[src/rtl/clkctl_pkg.sv]
package clkctl_pkg;

   localparam int IDX_W = 8;

   typedef enum logic [2:0] {
      ST_IDLE,
      ST_RX,
      ST_ACK,
      ST_TX,
      ST_MACK
   } i2c_st_e;

   typedef enum logic [1:0] {
      PH_ADDR,
      PH_CMD,
      PH_CNT,
      PH_DATA
   } i2c_ph_e;

   // saturating index advance, never wraps back to register 0
   function automatic logic [IDX_W-1:0] idx_next(input logic [IDX_W-1:0] v);
      return (v == '1) ? v : v + IDX_W'(1);
   endfunction

endpackage

[src/rtl/clkctl_sync.sv]
module clkctl_sync #(
   parameter int              WIDTH   = 2,
   parameter int              STAGES  = 2,
   parameter logic [WIDTH-1:0] RST_VAL = '1
) (
   input  logic             clk,
   input  logic             rst_n,
   input  logic [WIDTH-1:0] d,
   output logic [WIDTH-1:0] q
);

   if (STAGES < 2) begin : g_bad_stages
      $error("clkctl_sync: STAGES must be at least 2");
   end
   if (WIDTH < 1) begin : g_bad_width
      $error("clkctl_sync: WIDTH must be at least 1");
   end

   logic [STAGES-1:0][WIDTH-1:0] chain;

   always_ff @(posedge clk or negedge rst_n) begin
      if (!rst_n) chain <= {STAGES{RST_VAL}};
      else        chain <= {chain[STAGES-2:0], d};
   end

   assign q = chain[STAGES-1];

endmodule

[src/rtl/clkctl_i2c_slave.sv]
module clkctl_i2c_slave
   import clkctl_pkg::*;
#(
   parameter logic [6:0] DEV_ADDR = 7'h69
) (
   input  logic             clk,
   input  logic             rst_n,
   input  logic             scl_s,
   input  logic             sda_s,
   input  logic [7:0]       rd_data,
   output logic [IDX_W-1:0] rd_idx,
   output logic             wr_stb,
   output logic [IDX_W-1:0] wr_idx,
   output logic [7:0]       wr_byte,
   output logic             sda_oe
);

   logic       scl_d, sda_d;
   logic       scl_rise, scl_fall, start_c, stop_c;
   i2c_st_e    st;
   i2c_ph_e    ph;
   logic [3:0] cnt;
   logic [7:0] sh;
   logic [6:0] tx_sh;
   logic       is_read, mack_ok;

   always_ff @(posedge clk or negedge rst_n) begin
      if (!rst_n) begin
         scl_d <= 1'b1;
         sda_d <= 1'b1;
      end else begin
         scl_d <= scl_s;
         sda_d <= sda_s;
      end
   end

   assign scl_rise = scl_s & ~scl_d;
   assign scl_fall = ~scl_s & scl_d;
   assign start_c  = scl_s & scl_d & sda_d & ~sda_s;
   assign stop_c   = scl_s & scl_d & ~sda_d & sda_s;

   always_ff @(posedge clk or negedge rst_n) begin
      if (!rst_n) begin
         st      <= ST_IDLE;
         ph      <= PH_ADDR;
         cnt     <= '0;
         sh      <= '0;
         tx_sh   <= '0;
         is_read <= 1'b0;
         mack_ok <= 1'b0;
         sda_oe  <= 1'b0;
         wr_stb  <= 1'b0;
         wr_byte <= '0;
         wr_idx  <= '0;
         rd_idx  <= '0;
      end else begin
         wr_stb <= 1'b0;
         if (start_c) begin
            st     <= ST_RX;
            ph     <= PH_ADDR;
            cnt    <= '0;
            sda_oe <= 1'b0;
         end else if (stop_c) begin
            st     <= ST_IDLE;
            sda_oe <= 1'b0;
         end else begin
            unique case (st)
               ST_RX: begin
                  if (scl_rise) begin
                     sh  <= {sh[6:0], sda_s};
                     cnt <= cnt + 4'd1;
                  end else if (scl_fall && cnt == 4'd8) begin
                     cnt <= '0;
                     if (ph == PH_ADDR) begin
                        if (sh[7:1] == DEV_ADDR) begin
                           st      <= ST_ACK;
                           sda_oe  <= 1'b1;
                           is_read <= sh[0];
                           wr_idx  <= '0;
                           rd_idx  <= '0;
                        end else begin
                           st <= ST_IDLE;
                        end
                     end else begin
                        st     <= ST_ACK;
                        sda_oe <= 1'b1;
                        if (ph == PH_DATA) begin
                           wr_stb  <= 1'b1;
                           wr_byte <= sh;
                        end
                     end
                  end
               end
               ST_ACK: begin
                  if (scl_fall) begin
                     sda_oe <= 1'b0;
                     cnt    <= '0;
                     unique case (ph)
                        PH_ADDR: begin
                           if (is_read) begin
                              st     <= ST_TX;
                              tx_sh  <= rd_data[6:0];
                              sda_oe <= ~rd_data[7];
                              rd_idx <= idx_next(rd_idx);
                           end else begin
                              st <= ST_RX;
                              ph <= PH_CMD;
                           end
                        end
                        PH_CMD: begin
                           st <= ST_RX;
                           ph <= PH_CNT;
                        end
                        PH_CNT: begin
                           st <= ST_RX;
                           ph <= PH_DATA;
                        end
                        default: begin
                           st     <= ST_RX;
                           wr_idx <= idx_next(wr_idx);
                        end
                     endcase
                  end
               end
               ST_TX: begin
                  if (scl_rise) begin
                     cnt <= cnt + 4'd1;
                  end else if (scl_fall) begin
                     if (cnt == 4'd8) begin
                        sda_oe <= 1'b0;
                        cnt    <= '0;
                        st     <= ST_MACK;
                     end else begin
                        sda_oe <= ~tx_sh[6];
                        tx_sh  <= {tx_sh[5:0], 1'b0};
                     end
                  end
               end
               ST_MACK: begin
                  if (scl_rise) begin
                     mack_ok <= ~sda_s;
                  end else if (scl_fall) begin
                     if (mack_ok) begin
                        st     <= ST_TX;
                        cnt    <= '0;
                        tx_sh  <= rd_data[6:0];
                        sda_oe <= ~rd_data[7];
                        rd_idx <= idx_next(rd_idx);
                     end else begin
                        st <= ST_IDLE;
                     end
                  end
               end
               default: begin
                  sda_oe <= 1'b0;
               end
            endcase
         end
      end
   end

   // an idle slave never holds the data line
   a_r12_idle_released: assert property (@(posedge clk) disable iff (!rst_n)
      (st == ST_IDLE) |-> !sda_oe);

   // every stored data byte is acknowledged in the same bit slot
   a_r4_data_acked: assert property (@(posedge clk) disable iff (!rst_n)
      wr_stb |-> (st == ST_ACK) && sda_oe);

   // the slave only transmits inside a read transaction
   a_r10_tx_only_read: assert property (@(posedge clk) disable iff (!rst_n)
      (st == ST_TX || st == ST_MACK) |-> is_read);

endmodule

[src/rtl/clkctl_regfile.sv]
module clkctl_regfile
   import clkctl_pkg::*;
#(
   parameter int         NUM_RW  = 11,
   parameter logic [7:0] ID_HI   = 8'h98,
   parameter logic [7:0] ID_LO   = 8'h32,
   parameter int         DIV_REG = 10,
   parameter int         DIV_LSB = 3
) (
   input  logic             clk,
   input  logic             rst_n,
   input  logic [4:0]       strap_fs,
   input  logic             wr_en,
   input  logic [IDX_W-1:0] wr_idx,
   input  logic [7:0]       wr_data,
   input  logic [IDX_W-1:0] rd_idx,
   output logic [7:0]       rd_data,
   output logic [7:0]       ctl_sel,
   output logic [2:0]       ctl_ss,
   output logic [23:0]      mask_flat,
   output logic [7:0]       ctl_skew,
   output logic [3:0]       div_code
);

   localparam int ID_IDX0 = NUM_RW;
   localparam int ID_IDX1 = NUM_RW + 1;

   if (NUM_RW < 11) begin : g_bad_num
      $error("clkctl_regfile: NUM_RW must cover registers 0 to 10");
   end
   if (DIV_REG >= NUM_RW || DIV_LSB > 4) begin : g_bad_div
      $error("clkctl_regfile: divider field out of range");
   end

   function automatic logic [7:0] rst_byte(input int i);
      case (i)
         1:       return 8'h01;
         2, 3, 4: return 8'hFF;
         5:       return 8'h93;
         default: return 8'h00;
      endcase
   endfunction

   function automatic logic [7:0] wr_mask(input int i);
      return (i == 1) ? 8'h07 : 8'hFF;
   endfunction

   logic [4:0]          strap_q;
   logic [7:0]          rw_v [NUM_RW];
   logic [NUM_RW*8-1:0] rw_flat;

   always_ff @(posedge clk) begin
      if (!rst_n) strap_q <= strap_fs;
   end

   for (genvar g = 0; g < NUM_RW; g++) begin : g_reg
      logic [7:0] q;
      always_ff @(posedge clk or negedge rst_n) begin
         if (!rst_n)                               q <= rst_byte(g);
         else if (wr_en && wr_idx == IDX_W'(g))    q <= wr_data & wr_mask(g);
      end
      assign rw_v[g]            = q;
      assign rw_flat[g*8 +: 8]  = q;
      if (g >= 2 && g <= 4) begin : g_mask
         assign mask_flat[(g-2)*8 +: 8] = q;
      end
   end

   always_comb begin
      rd_data = 8'h00;
      for (int i = 0; i < NUM_RW; i++) begin
         if (rd_idx == IDX_W'(i)) rd_data = rw_v[i];
      end
      if (rd_idx == IDX_W'(1))
         rd_data = (rw_v[1] & 8'h07) |
                   {strap_q[0], strap_q[1], strap_q[2], strap_q[3], strap_q[4], 3'b000};
      if (rd_idx == IDX_W'(ID_IDX0)) rd_data = ID_HI;
      if (rd_idx == IDX_W'(ID_IDX1)) rd_data = ID_LO;
   end

   assign ctl_sel  = rw_v[0];
   assign ctl_ss   = rw_v[1][2:0];
   assign ctl_skew = rw_v[5];
   assign div_code = rw_v[DIV_REG][DIV_LSB +: 4];

   // writes at or beyond the identification index leave all storage alone
   a_r9_ro_discard: assert property (@(posedge clk) disable iff (!rst_n)
      (wr_en && wr_idx >= IDX_W'(ID_IDX0)) |=> $stable(rw_flat));

   // without a write strobe nothing is reloaded or altered
   a_r11_hold: assert property (@(posedge clk) disable iff (!rst_n)
      !wr_en |=> $stable(rw_flat));

   // strap capture is frozen once reset is released
   a_r6_strap_frozen: assert property (@(posedge clk) disable iff (!rst_n)
      1'b1 |=> $stable(strap_q));

endmodule

[src/rtl/clkctl_i2c_regs.sv]
module clkctl_i2c_regs
   import clkctl_pkg::*;
#(
   parameter logic [6:0] DEV_ADDR    = 7'h69,
   parameter int         SYNC_STAGES = 2,
   parameter int         NUM_RW      = 11,
   parameter logic [7:0] ID_HI       = 8'h98,
   parameter logic [7:0] ID_LO       = 8'h32
) (
   input  logic       clk,
   input  logic       rst_n,
   input  logic       scl_i,
   input  logic       sda_i,
   output logic       sda_oe,
   input  logic [4:0] strap_fs,
   output logic [5:0] sw_sel,
   output logic       sw_mode,
   output logic       out_tristate,
   output logic       ss_narrow,
   output logic       ss_enable,
   output logic       ss_center,
   output logic [7:0] oe_sdram,
   output logic [7:0] oe_pci,
   output logic [7:0] oe_aux,
   output logic [1:0] oe_cpu,
   output logic [2:0] skew_mem,
   output logic [2:0] skew_66,
   output logic [3:0] div_code
);

   logic [1:0]       bus_s;
   logic [IDX_W-1:0] rd_idx, wr_idx;
   logic [7:0]       rd_data, wr_byte;
   logic             wr_stb;
   logic [7:0]       ctl_sel, ctl_skew;
   logic [2:0]       ctl_ss;
   logic [23:0]      mask_flat;

   clkctl_sync #(.WIDTH(2), .STAGES(SYNC_STAGES), .RST_VAL(2'b11)) u_sync (
      .clk   (clk),
      .rst_n (rst_n),
      .d     ({scl_i, sda_i}),
      .q     (bus_s)
   );

   clkctl_i2c_slave #(.DEV_ADDR(DEV_ADDR)) u_slave (
      .clk     (clk),
      .rst_n   (rst_n),
      .scl_s   (bus_s[1]),
      .sda_s   (bus_s[0]),
      .rd_data (rd_data),
      .rd_idx  (rd_idx),
      .wr_stb  (wr_stb),
      .wr_idx  (wr_idx),
      .wr_byte (wr_byte),
      .sda_oe  (sda_oe)
   );

   clkctl_regfile #(.NUM_RW(NUM_RW), .ID_HI(ID_HI), .ID_LO(ID_LO)) u_regs (
      .clk       (clk),
      .rst_n     (rst_n),
      .strap_fs  (strap_fs),
      .wr_en     (wr_stb),
      .wr_idx    (wr_idx),
      .wr_data   (wr_byte),
      .rd_idx    (rd_idx),
      .rd_data   (rd_data),
      .ctl_sel   (ctl_sel),
      .ctl_ss    (ctl_ss),
      .mask_flat (mask_flat),
      .ctl_skew  (ctl_skew),
      .div_code  (div_code)
   );

   // field placement
   assign sw_sel       = {ctl_sel[1], ctl_sel[2], ctl_sel[7:4]};
   assign sw_mode      = ctl_sel[3];
   assign out_tristate = ctl_sel[0];
   // spread controls
   assign ss_narrow    = ctl_ss[2];
   assign ss_enable    = ctl_ss[1];
   assign ss_center    = ctl_ss[0];
   // enables and skews
   assign oe_sdram     = mask_flat[7:0];
   assign oe_pci       = mask_flat[15:8];
   assign oe_aux       = mask_flat[23:16];
   assign skew_mem     = ctl_skew[7:5];
   assign skew_66      = ctl_skew[4:2];
   assign oe_cpu       = ctl_skew[1:0];

endmodule

[config.mk]
export PLATFORM = sky130hd
export DESIGN_NAME = clkctl_i2c_regs
export DESIGN_NICKNAME = d
export VERILOG_FILES = /design/src/rtl/clkctl_pkg.sv /design/src/rtl/clkctl_sync.sv /design/src/rtl/clkctl_i2c_slave.sv /design/src/rtl/clkctl_regfile.sv /design/src/rtl/clkctl_i2c_regs.sv
export SDC_FILE = /design/constraint.sdc
export NUM_CORES = 1
export LEC_CHECK = 0
export BUFFER_PORTS_ARGS = -buffer_cell sky130_fd_sc_hd__buf_2
export CORE_MARGIN = 3
export CORE_UTILIZATION = 25
export CTS_CLUSTER_SIZE = 14
export DETAILED_ROUTE_END_ITERATION = 7
export SETUP_SLACK_MARGIN = 0.02
export SLEW_MARGIN = 40
export SYNTH_ARGS = -nofsm -noshare
export SYNTH_HDL_FRONTEND = slang
export SYNTH_SLANG_ARGS = --single-unit
[constraint.sdc]
create_clock -name clk -period 2.9 [get_ports clk]
set_input_delay 0.145 -clock clk [delete_from_list [all_inputs] [get_ports clk]]
set_output_delay 0.145 -clock clk [all_outputs]
set_load 0.01 [all_outputs]
==> qor.txt, run 1 <==
RSZ-0062 raised after global routing -> no
Die ar. -> 0.0335 mm^2
DP HPWL -> 16.8 mm
Max VDD drop -> 0.000293 V
Max-slew violation count -> 0
Nets@finish -> 835
Slowest cell on the critical path -> or4_4
Max_cap viols -> 0
First-pass DRT Iterations -> 5
Dominant synthesized flop cell -> dfrtp_1
Top post-synthesis cells by area -> dfrtp_1 (34%), mux2_2 (14%), dfstp_2 (12%)
Placement Setup Slack -> 0.134 ns
Critical path startpoint category -> flop
Post-route clock period utilization -> 0.928
GRT Total Usage -> 0.140
Initial Util -> 0.255
Area leader, netlist -> dfrtp_1
Port bufs -> 56
Max layer used -> met4
Boundary Pins -> 57
Synth top cells by count -> dfrtp_1 (106), mux2_2 (97), nand2_1 (72)
Vias/cell -> 5.15
Antenna violations before repair -> 0
Status -> finished, final reports clean
First-pass GRT wire length -> 36.7 mm
DR WL/cell -> 19.2 um
Post-synth EDFFs -> 5
Async SR Flop Fraction -> 0.966
CP required -> 3.23 ns
Post-layout util -> 0.303
P_leak -> 4.17 nW
Syn. warnings -> 0
RePlAce Congestion -> 0.922
CP top delay family -> simple AND/OR/NAND/NOR gates
Metal2 WL -> 10.5 mm
FILL cells -> 3,201
Die width -> 183 um
TritonCTS clock tree -> done
Pwr per Cell Area -> 480 mW/mm^2
CTS root buf -> clkbuf_16
FP Rows -> 64
Mapped Avg Cell Area -> 10.6 um^2
Post-synthesis cell count -> 741
Vias after detailed routing -> 6,272
Post-synthesis sequential area ratio -> 0.475
Largest net degree at the start of global routing -> 127
Final wirelength -> 23.4 mm
Crit Path Max Fanout -> 13
Antenna Violating Nets Remaining -> 0
Worst-skew pair later-pin latency -> 0.44 ns
Clock Pin Slew Worst Setup and Hold Paths -> 0.07 ns
Slew at the pin with the worst max-slew slack -> 0.743 ns
Number of global-route vias before repair -> 6,089
CTS max path bufs -> 2
Final WS setup -> 0.209 ns
Worst setup path class -> flop to flop
Data arrival, critical path -> 3.02 ns
Met1 wire length -> 10.9 mm
Chip Height -> 183 um
Postcts setup bufs -> 0
Seq cells post-synth -> 146
DRC viols -> 0
Met3 WL post-DR -> 1.52 mm
Worst path cell trace -> or4_4, nor2_2, a22oi_1, o32ai_1, a222oi_1, o221ai_1
Fmax -> 372 MHz
# diodes -> 0
Initial DRC Count -> 544
Syn Std Cell Area -> 0.00784 mm^2
Final hold vios -> 0
Final TNS setup -> 0 ns
Critical path capture point type -> flop
HP Class -> input pin to async pin
Crit path buffers/inverters -> 0
Core area -> 0.0307 mm^2
Max-slew headroom -> 0.505
Final Setup Violations -> 0
Number of H-tree levels -> 4
Post-synthesis net count -> 767
Most frequent cell after synthesis -> dfrtp_1
Clock sink count -> 146
TritonCTS Buffers -> 17
Clk_skew -> 0.0234 ns
Area Overhead vs Synth -> 18.8%
Layout cell share with drive strength beyond 1 -> 0.335
Unique masters post-synth -> 79
Critical Path Max Stage Delay -> 0.70 ns
Share of the synthesized area in the top cell type -> 0.339
Total gr overflow -> 0
Tmin final -> 2.69 ns
[registers in the layout, summed over array words and instances, names as in the netlist, 3 cells and up]
name and cells:
u_regs.g.q 67, u_regs.ctl_sel 8, u_regs.ctl_skew 8, u_slave.rd_idx 8, u_slave.sh 8, u_slave.wr_byte 8
u_slave.wr_idx 8, u_slave.tx_sh 7, u_regs.strap_q 5, u_slave.cnt 4, u_slave.st 3
[layout make-up]
cell class	count	area, um^2	share of cell area
sequential	146	3720	0.400
clock buffer	18	429	0.0461
clock inverter	14	134	0.0144
tap	396	495	0.0532
multi-input combinational	526	3820	0.411
timing repair buffer	96	619	0.0666
inverter	22	82.6	0.00887
[worst paths after layout]
check	slack, ns	depth (start not counted)	end	startpoint
min in group clk	0.36	0	u_sync.q[0]	u_sync.chain[0]
setup reg to reg	0.21	6	u_slave.tx_sh[2]	u_slave.rd_idx[5]
max in group asynchronous	1.84	3	u_slave.tx_sh[2]	rst_n
hold / removal	0.09	2	u_regs.g_reg[8].q[2]	rst_n
hold reg to reg	0.36	0	u_sync.q[0]	u_sync.chain[0]
setup / recovery	0.21	6	u_slave.tx_sh[2]	u_slave.rd_idx[5]
[report_power, final]
part	internal (W)	switching (W)
clock	0.00114	0.000999
sequential	0.00209	0.0000452
combinational	0.0000731	0.000127
total	0.00330	0.00117
[layout by cell type, fill, tap and decap left out, types with 8 or more instances in the layout]
cell type      instances
a21oi_1               38
a31oi_1                9
buf_2                 55
buf_4                 31
clkbuf_16             17
dfrtp_1              106
dfstp_2               35
dlygate4sd3_1          8
ha_1                  16
inv_1                 21
inv_6                  8
mux2_2                97
nand2_1               72
nand2b_1              15
nand3_1               27
nor2_1                33
nor3_1                11
o21ai_0               50
[logic make-up (layout without fill, tap and decap cells)]
family                   Yosys count  in the layout  synth area share
AO/OA/AOI/OAI                    174            174             0.143
XOR/XNOR                           6              6           0.00671
adder cells (fa/ha/maj)           17             17            0.0271
buffers and inverters             69            150            0.0388
flip-flops                       146            146             0.475
multiplexers                     100            100             0.143
AND/OR/NAND/NOR                  229            229             0.166
[repair_timing]
item	4_1_cts	5_1_grt
gates resized for setup	0	2
hold buffers	8	0
setup endpoints to repair	0	2
hold endpoints to repair	48	0
[per-stage QoR]
step | area (um^2) | instances | total power (W) | hold WS (ns)
global route | 9310 | 1218 | 0.00463 | 0.116
detailed placement | 8650 | 1178 | 0.00236 | -0.00884
finish | 9310 | 1218 | 0.00447 | 0.0941
global placement | 8650 | 1178 | 0.00236 | -0.0110
CTS | 9300 | 1218 | 0.00452 | 0.0895
floorplan | 7840 | 741 | 0.00227 | -0.151
[metal layers]
layer | GRT usage | vias to the layer above
li1 | - | 2863
met1 | 0.202 | 3105
met2 | 0.210 | 271
met3 | 0.0282 | 33
met4 | 0.0488 | 0
met5 | 0 | -
(Power assumes the default switching activity.)
==> inputs of run 2 (changes only) <==
--- a/config.mk
+++ b/config.mk
@@ -10,6 +10,7 @@
 export CORE_UTILIZATION = 25
 export CTS_CLUSTER_SIZE = 14
 export DETAILED_ROUTE_END_ITERATION = 7
+export RECOVER_POWER = 50
 export SETUP_SLACK_MARGIN = 0.02
 export SLEW_MARGIN = 40
 export SYNTH_ARGS = -nofsm -noshare
==> run 2 against run 1 <==
Worst hold slack gained 0.27 ns; die area is the same; routed wire length shrank 0.19%; maximum frequency grew 0.43%; clock power is essentially flat; clock-buffer cell count is the same; register-to-register slack is essentially flat; global-route usage is the same; via count shrank 0.21%; sequential power is essentially flat; critical endpoint is now u_slave.tx_sh[3]; largest cell class unchanged; largest power group is now registers; highest routed layer unchanged.
==> qor.txt, run 2 (synthesized netlist as in run 1, its figures left out) <==
Status -> finished, final reports clean (unchanged)
Antenna violations before repair -> 0 (unchanged)
Reg with most FFs -> u_regs.g.q (unchanged)
Boundary Pins -> 57 (unchanged)
WHS Path Cells -> 0
Final Setup Violations -> 0 (unchanged)
Clock Pin Slew Worst Setup and Hold Paths -> 0.06 ns (was 0.07 ns)
Worst setup path class -> flop to flop (unchanged)
P_leak -> 4.09 nW (was 4.17 nW)
CTS max path bufs -> 2 (unchanged)
Slew at the pin with the worst max-slew slack -> 1.04 ns (was 0.743 ns)
Chip Height -> 183 um (unchanged)
Vias/cell -> 5.14 (was 5.15)
HP Class -> flop to flop (was input pin to async pin)
RePlAce Congestion -> 0.922 (unchanged)
CTS root buf -> clkbuf_16 (unchanged)
Area Overhead vs Synth -> 18.4% (was 18.8%)
FP Rows -> 64 (unchanged)
Antenna Violating Nets Remaining -> 0 (unchanged)
Clk_skew -> 0.0268 ns (was 0.0234 ns)
Sequential Power Share -> 0.478 (was 0.477)
DP HPWL -> 16.8 mm (unchanged)
Largest net degree at the start of global routing -> 127 (unchanged)
Worst Hold Launch -> u_sync.chain[0]
Pwr per Cell Area -> 481 mW/mm^2 (was 480 mW/mm^2)
DRC viols -> 0 (unchanged)
Commonest cells after routing, fill and taps aside -> dfrtp_1 (106), mux2_2 (97), nand2_1 (72) (unchanged)
GRT Total Usage -> 0.140 (unchanged)
Register-to-register path setup slack -> 0.22 ns (was 0.21 ns)
Sw Share -> 0.261 (was 0.262)
Clock sink count -> 146 (unchanged)
# diodes -> 0 (unchanged)
Worst r2r src -> u_slave.rd_idx[0] (was u_slave.rd_idx[5])
Data arrival, critical path -> 2.99 ns (was 3.02 ns)
Worst hold path endpoint -> u_sync.q[0]
Max reg flops -> 67 (unchanged)
RSZ-0062 raised after global routing -> no (unchanged)
Die width -> 183 um (unchanged)
TritonCTS Buffers -> 17 (unchanged)
Commonest non-fill, non-tap cell in the layout -> dfrtp_1 (unchanged)
Tot Pwr -> 0.00446 W (was 0.00447 W)
First-pass GRT wire length -> 36.7 mm (unchanged)
Initial Util -> 0.255 (unchanged)
Internal Pwr Total -> 0.00330 W (about the same)
Critical path capture point type -> flop (unchanged)
Worst-skew pair later-pin latency -> 0.44 ns (about the same)
Clock power share -> 0.478 (about the same)
Core area -> 0.0307 mm^2 (unchanged)
Port bufs -> 56 (unchanged)
Crit Path Max Fanout -> 9 (was 13)
Max_cap viols -> 0 (unchanged)
Post-route clock period utilization -> 0.924 (was 0.928)
Path depth of the worst reg2reg path -> 8 (was 6)
First-pass DRT Iterations -> 6 (was 5)
DR WL/cell -> 19.2 um (about the same)
Max-slew violation count -> 0 (unchanged)
Total gr overflow -> 0 (unchanged)
Reg-to-Reg End -> u_slave.tx_sh[3] (was u_slave.tx_sh[2])
Final TNS setup -> 0 ns (unchanged)
Nets@finish -> 835 (unchanged)
Max-slew headroom -> 0.310 (was 0.505)
CP required -> 3.21 ns (was 3.23 ns)
Final wirelength -> 23.4 mm (about the same)
TritonCTS clock tree -> done (unchanged)
Max VDD drop -> 0.000289 V (was 0.000293 V)
NetSw -> 0.00117 W (about the same)
Layout cell share with drive strength beyond 1 -> 0.310 (was 0.335)
Number of H-tree levels -> 4 (unchanged)
Die ar. -> 0.0335 mm^2 (unchanged)
Logic pwr share -> 0.044 (was 0.045)
Vias after detailed routing -> 6,259 (was 6,272)
Postcts setup bufs -> 0 (unchanged)
Final hold vios -> 0 (unchanged)
Number of global-route vias before repair -> 6,089 (unchanged)
Initial DRC Count -> 627 (was 544)
Critical path startpoint category -> flop (unchanged)
Tmin final -> 2.68 ns (was 2.69 ns)
Fmax -> 373 MHz (was 372 MHz)
## run 2: cell count changes in the layout (fill, tap and decap cells not counted)
cell,before,now
buf_2,55,38
dfstp_2,35,33
clkbuf_1,1,19
dfstp_1,0,2
buf_6,1,0
## run 2: worst max path at each step
stage / start / to / slack (ns) / cells past startpoint
2_1_floorplan: u_slave.scl_d / u_slave.cnt[3] / 0.58 / 8
3_3_place_gp: u_slave.rd_idx[0] / u_slave.tx_sh[3] / 0.23 / 8
3_5_place_dp: u_slave.rd_idx[0] / u_slave.tx_sh[3] / 0.13 / 8
4_1_cts: u_slave.rd_idx[0] / u_slave.tx_sh[3] / 0.14 / 8
5_1_grt: u_slave.rd_idx[5] / u_slave.tx_sh[3] / 0.11 / 6
6_report: u_slave.rd_idx[0] / u_slave.tx_sh[3] / 0.22 / 8
## run 2: worst max-delay path: stages (launching register included)
cell and delay (ns):
dfrtp_1 0.43, inv_1 0.10, ha_2 0.27, or4_1 0.56, nor3b_4 0.31, a22oi_1 0.17
o32ai_1 0.20, a221oi_1 0.17, o41ai_1 0.36
## run 2: power groups by stage
stage / sequential (W) / combinational (W) / clock [W]
2_1_floorplan: 0.00215 / 0.000116 / 0
3_3_place_gp: 0.00217 / 0.000193 / 0
3_5_place_dp: 0.00217 / 0.000194 / 0
4_1_cts: 0.00213 / 0.000205 / 0.00218
5_1_grt: 0.00214 / 0.000230 / 0.00226
6_report: 0.00213 / 0.000198 / 0.00213
## run 2: stage by stage
stage          cells  worst slack (ns)  instance area (um^2)  hold WS (ns)  utilization
6_report        1218             0.220                  9280         0.361        0.302
3_3_place_gp    1178             0.232                  8650       -0.0110        0.281
5_1_grt         1218             0.106                  9280         0.363        0.302
3_5_place_dp    1178             0.134                  8650      -0.00884        0.281
4_1_cts         1218             0.137                  9300        0.0895        0.302
2_1_floorplan    741             0.581                  7840        -0.151            -
## run 2: cell type report
type	instances	area, um^2
multi-input combinational	526	3820
tap	396	495
fill	3218	21500
clock inverter	14	134
sequential	146	3720
clock buffer	18	429
timing repair buffer	96	591
inverter	22	82.6
## run 2: per-layer routing
layer / up-vias / routed length (um) / track usage / part of all wire
met5: - / 0 / 0 / 0
met4: 0 / 456 / 0.0488 / 0.020
met3: 26 / 1450 / 0.0282 / 0.062
met2: 255 / 10500 / 0.210 / 0.45
met1: 3115 / 11000 / 0.202 / 0.47
li1: 2863 / - / - / -
## run 2: what timing repair did
action | 4_1_cts | 5_1_grt
setup endpoints to repair | 0 | 2
resized for setup | 0 | 2
endpoints found under the hold margin | 48 | 0
hold buffers | 8 | 0
==> inputs of run 3 (changes only) <==
--- a/config.mk
+++ b/config.mk
@@ -6,7 +6,7 @@
 export NUM_CORES = 1
 export LEC_CHECK = 0
 export BUFFER_PORTS_ARGS = -buffer_cell sky130_fd_sc_hd__buf_2
-export CORE_MARGIN = 3
+export CORE_MARGIN = 2
 export CORE_UTILIZATION = 25
 export CTS_CLUSTER_SIZE = 14
 export DETAILED_ROUTE_END_ITERATION = 7
==> run 3 against run 2 <==
Clock-buffer cell count unchanged; utilization increased by 0.098 points; final area up 0.32%; sequential share of layout area down 0.13 points; clock skew decreased by 0.017 ns; worst hold slack improved by 0.0011 ns; routed wire length increased by 1.2%; register-to-register slack better by 0.07 ns; sequential power barely moved; die area fell by 2.2%; worst setup slack better by 0.067 ns.
==> qor.txt, run 3 (synthesized netlist as in run 1, its figures left out) <==
Initial Util -> 0.255 (unchanged)
First-pass GRT wire length -> 37.4 mm (was 36.7 mm)
Path depth of the worst reg2reg path -> 8 (unchanged)
Area Overhead vs Synth -> 18.8% (was 18.4%)
Tmin final -> 2.61 ns (was 2.68 ns)
Final Non-Filler Cells -> 1,217 (was 1,218)
Pwr per Cell Area -> 495 mW/mm^2 (was 481 mW/mm^2)
DRC viols -> 0 (unchanged)
RSZ-0062 raised after global routing -> no (unchanged)
WHS Path Cells -> 2 (was 0)
Clk_skew -> 0.00998 ns (was 0.0268 ns)
Post-route clock period utilization -> 0.901 (was 0.924)
# diodes -> 0 (unchanged)
TritonCTS Buffers -> 17 (unchanged)
Total gr overflow -> 0 (unchanged)
Chip Height -> 181 um (was 183 um)
Max-slew headroom -> 0.309 (was 0.310)
Worst setup path class -> flop to flop (unchanged)
FILL cells -> 3,234 (was 3,218)
Clock sink count -> 146 (unchanged)
First-pass DRT Iterations -> 5 (was 6)
Antenna Violating Nets Remaining -> 0 (unchanged)
Port bufs -> 56 (unchanged)
Commonest cells after routing, fill and taps aside -> dfrtp_1 (106), mux2_2 (97), nand2_1 (72) (unchanged)
HP Class -> input pin to flop (was flop to flop)
Core area -> 0.0307 mm^2 (unchanged)
Max reg flops -> 67 (unchanged)
Tot Pwr -> 0.00460 W (was 0.00446 W)
Final wirelength -> 23.6 mm (was 23.4 mm)
Initial DRC Count -> 514 (was 627)
DR WL/cell -> 19.4 um (was 19.2 um)
Vias/cell -> 5.17 (was 5.14)
Final hold vios -> 0 (unchanged)
Data arrival, critical path -> 2.98 ns (was 2.99 ns)
Boundary Pins -> 57 (unchanged)
DP HPWL -> 17.1 mm (was 16.8 mm)
Number of global-route vias before repair -> 6,192 (was 6,089)
FP Rows -> 64 (unchanged)
Placed Cells -> 1,177 (was 1,178)
Die width -> 181 um (was 183 um)
Slew at the pin with the worst max-slew slack -> 1.04 ns (about the same)
Final TNS setup -> 0 ns (unchanged)
CTS max path bufs -> 2 (unchanged)
Post-layout util -> 0.303 (was 0.302)
Max VDD drop -> 0.000283 V (was 0.000289 V)
Antenna violations before repair -> 0 (unchanged)
Max_cap viols -> 0 (unchanged)
P_leak -> 4.09 nW (about the same)
Die ar. -> 0.0328 mm^2 (was 0.0335 mm^2)
Reg with most FFs -> u_regs.g.q (unchanged)
CTS root buf -> clkbuf_16 (unchanged)
Largest net degree at the start of global routing -> 126 (was 127)
Fmax -> 383 MHz (was 373 MHz)
GRT Total Usage -> 0.147 (was 0.140)
CP required -> 3.26 ns (was 3.21 ns)
Vias after detailed routing -> 6,286 (was 6,259)
Number of H-tree levels -> 4 (unchanged)
Commonest non-fill, non-tap cell in the layout -> dfrtp_1 (unchanged)
Final Setup Violations -> 0 (unchanged)
Nets@finish -> 834 (was 835)
Critical path startpoint category -> flop (unchanged)
Max-slew violation count -> 0 (unchanged)
Worst-skew pair later-pin latency -> 0.43 ns (was 0.44 ns)
TritonCTS clock tree -> done (unchanged)
RePlAce Congestion -> 0.929 (was 0.922)
Layout cell share with drive strength beyond 1 -> 0.307 (was 0.310)
Critical path capture point type -> flop (unchanged)
Status -> finished, final reports clean (unchanged)
Postcts setup bufs -> 0 (unchanged)
Clock Pin Slew Worst Setup and Hold Paths -> 0.06 ns (about the same)
Crit Path Max Fanout -> 8 (was 9)
==> run 3: area by class of cell <==
| type | instances | area, um^2 | area share |
|---|---|---|---|
| clock inverter | 14 | 174 | 0.0187 |
| sequential | 146 | 3720 | 0.400 |
| tap | 396 | 495 | 0.0532 |
| clock buffer | 18 | 429 | 0.0461 |
| timing repair buffer | 95 | 581 | 0.0624 |
| inverter | 22 | 82.6 | 0.00887 |
| multi-input combinational | 526 | 3820 | 0.411 |
==> run 3: final timing paths <==
path	slack (ns)	startpoint	end
worst max-delay path	0.29	u_slave.scl_d	u_slave.cnt[3]
worst max register to register	0.29	u_slave.scl_d	u_slave.cnt[3]
max in group asynchronous	1.24	rst_n	u_slave.st[1]
worst min-delay path	0.36	scl_i	u_sync.chain[1]
min in group asynchronous	0.43	rst_n	u_regs.g_reg[9].q[4]
worst min register to register	0.36	u_sync.chain[0]	u_sync.q[0]
==> run 3: report_power, final <==
| part | switching (W) | leakage [nW] | internal [W] |
|---|---|---|---|
| registers | 0.0000399 | 1.89 | 0.00209 |
| logic | 0.000133 | 1.91 | 0.0000733 |
| clock network | 0.000970 | 0.290 | 0.00130 |
==> run 3: repair_timing <==
action	4_1_cts	5_1_grt
endpoints found under the setup margin	0	1
hold buffers	8	0
gates resized for setup	0	2
endpoints found under the hold margin	24	0
==> run 3: layer usage <==
metal  global-route usage  vias to the layer above  routed length (um)
met3               0.0314                       36                1440
met4               0.0407                        0                 459
met1                0.210                     3160               11100
li1                     -                     2856                   -
met5                    0                        -                   0
met2                0.223                      234               10700
==> run 3: stage by stage <==
| stage | cell area (um^2) | worst slack, ns | hold slack [ns] |
|---|---|---|---|
| global placement | 8650 | 0.343 | -0.00756 |
| global route | 9310 | 0.112 | 0.370 |
| finish | 9310 | 0.287 | 0.362 |
| floorplan | 7840 | 0.581 | -0.151 |
| detailed placement | 8650 | 0.235 | -0.00715 |
| CTS | 9330 | 0.223 | 0.117 |
==> run 3: worst max-delay path, cell delays in order, from the launching register on <==
cell,delay [ns]
dfstp_2,0.55
inv_1,0.04
ha_1,0.27
and2b_1,0.30
a21oi_1,0.14
a2111oi_1,0.48
nor2_1,0.19
or4_1,0.50
nand3_1,0.09
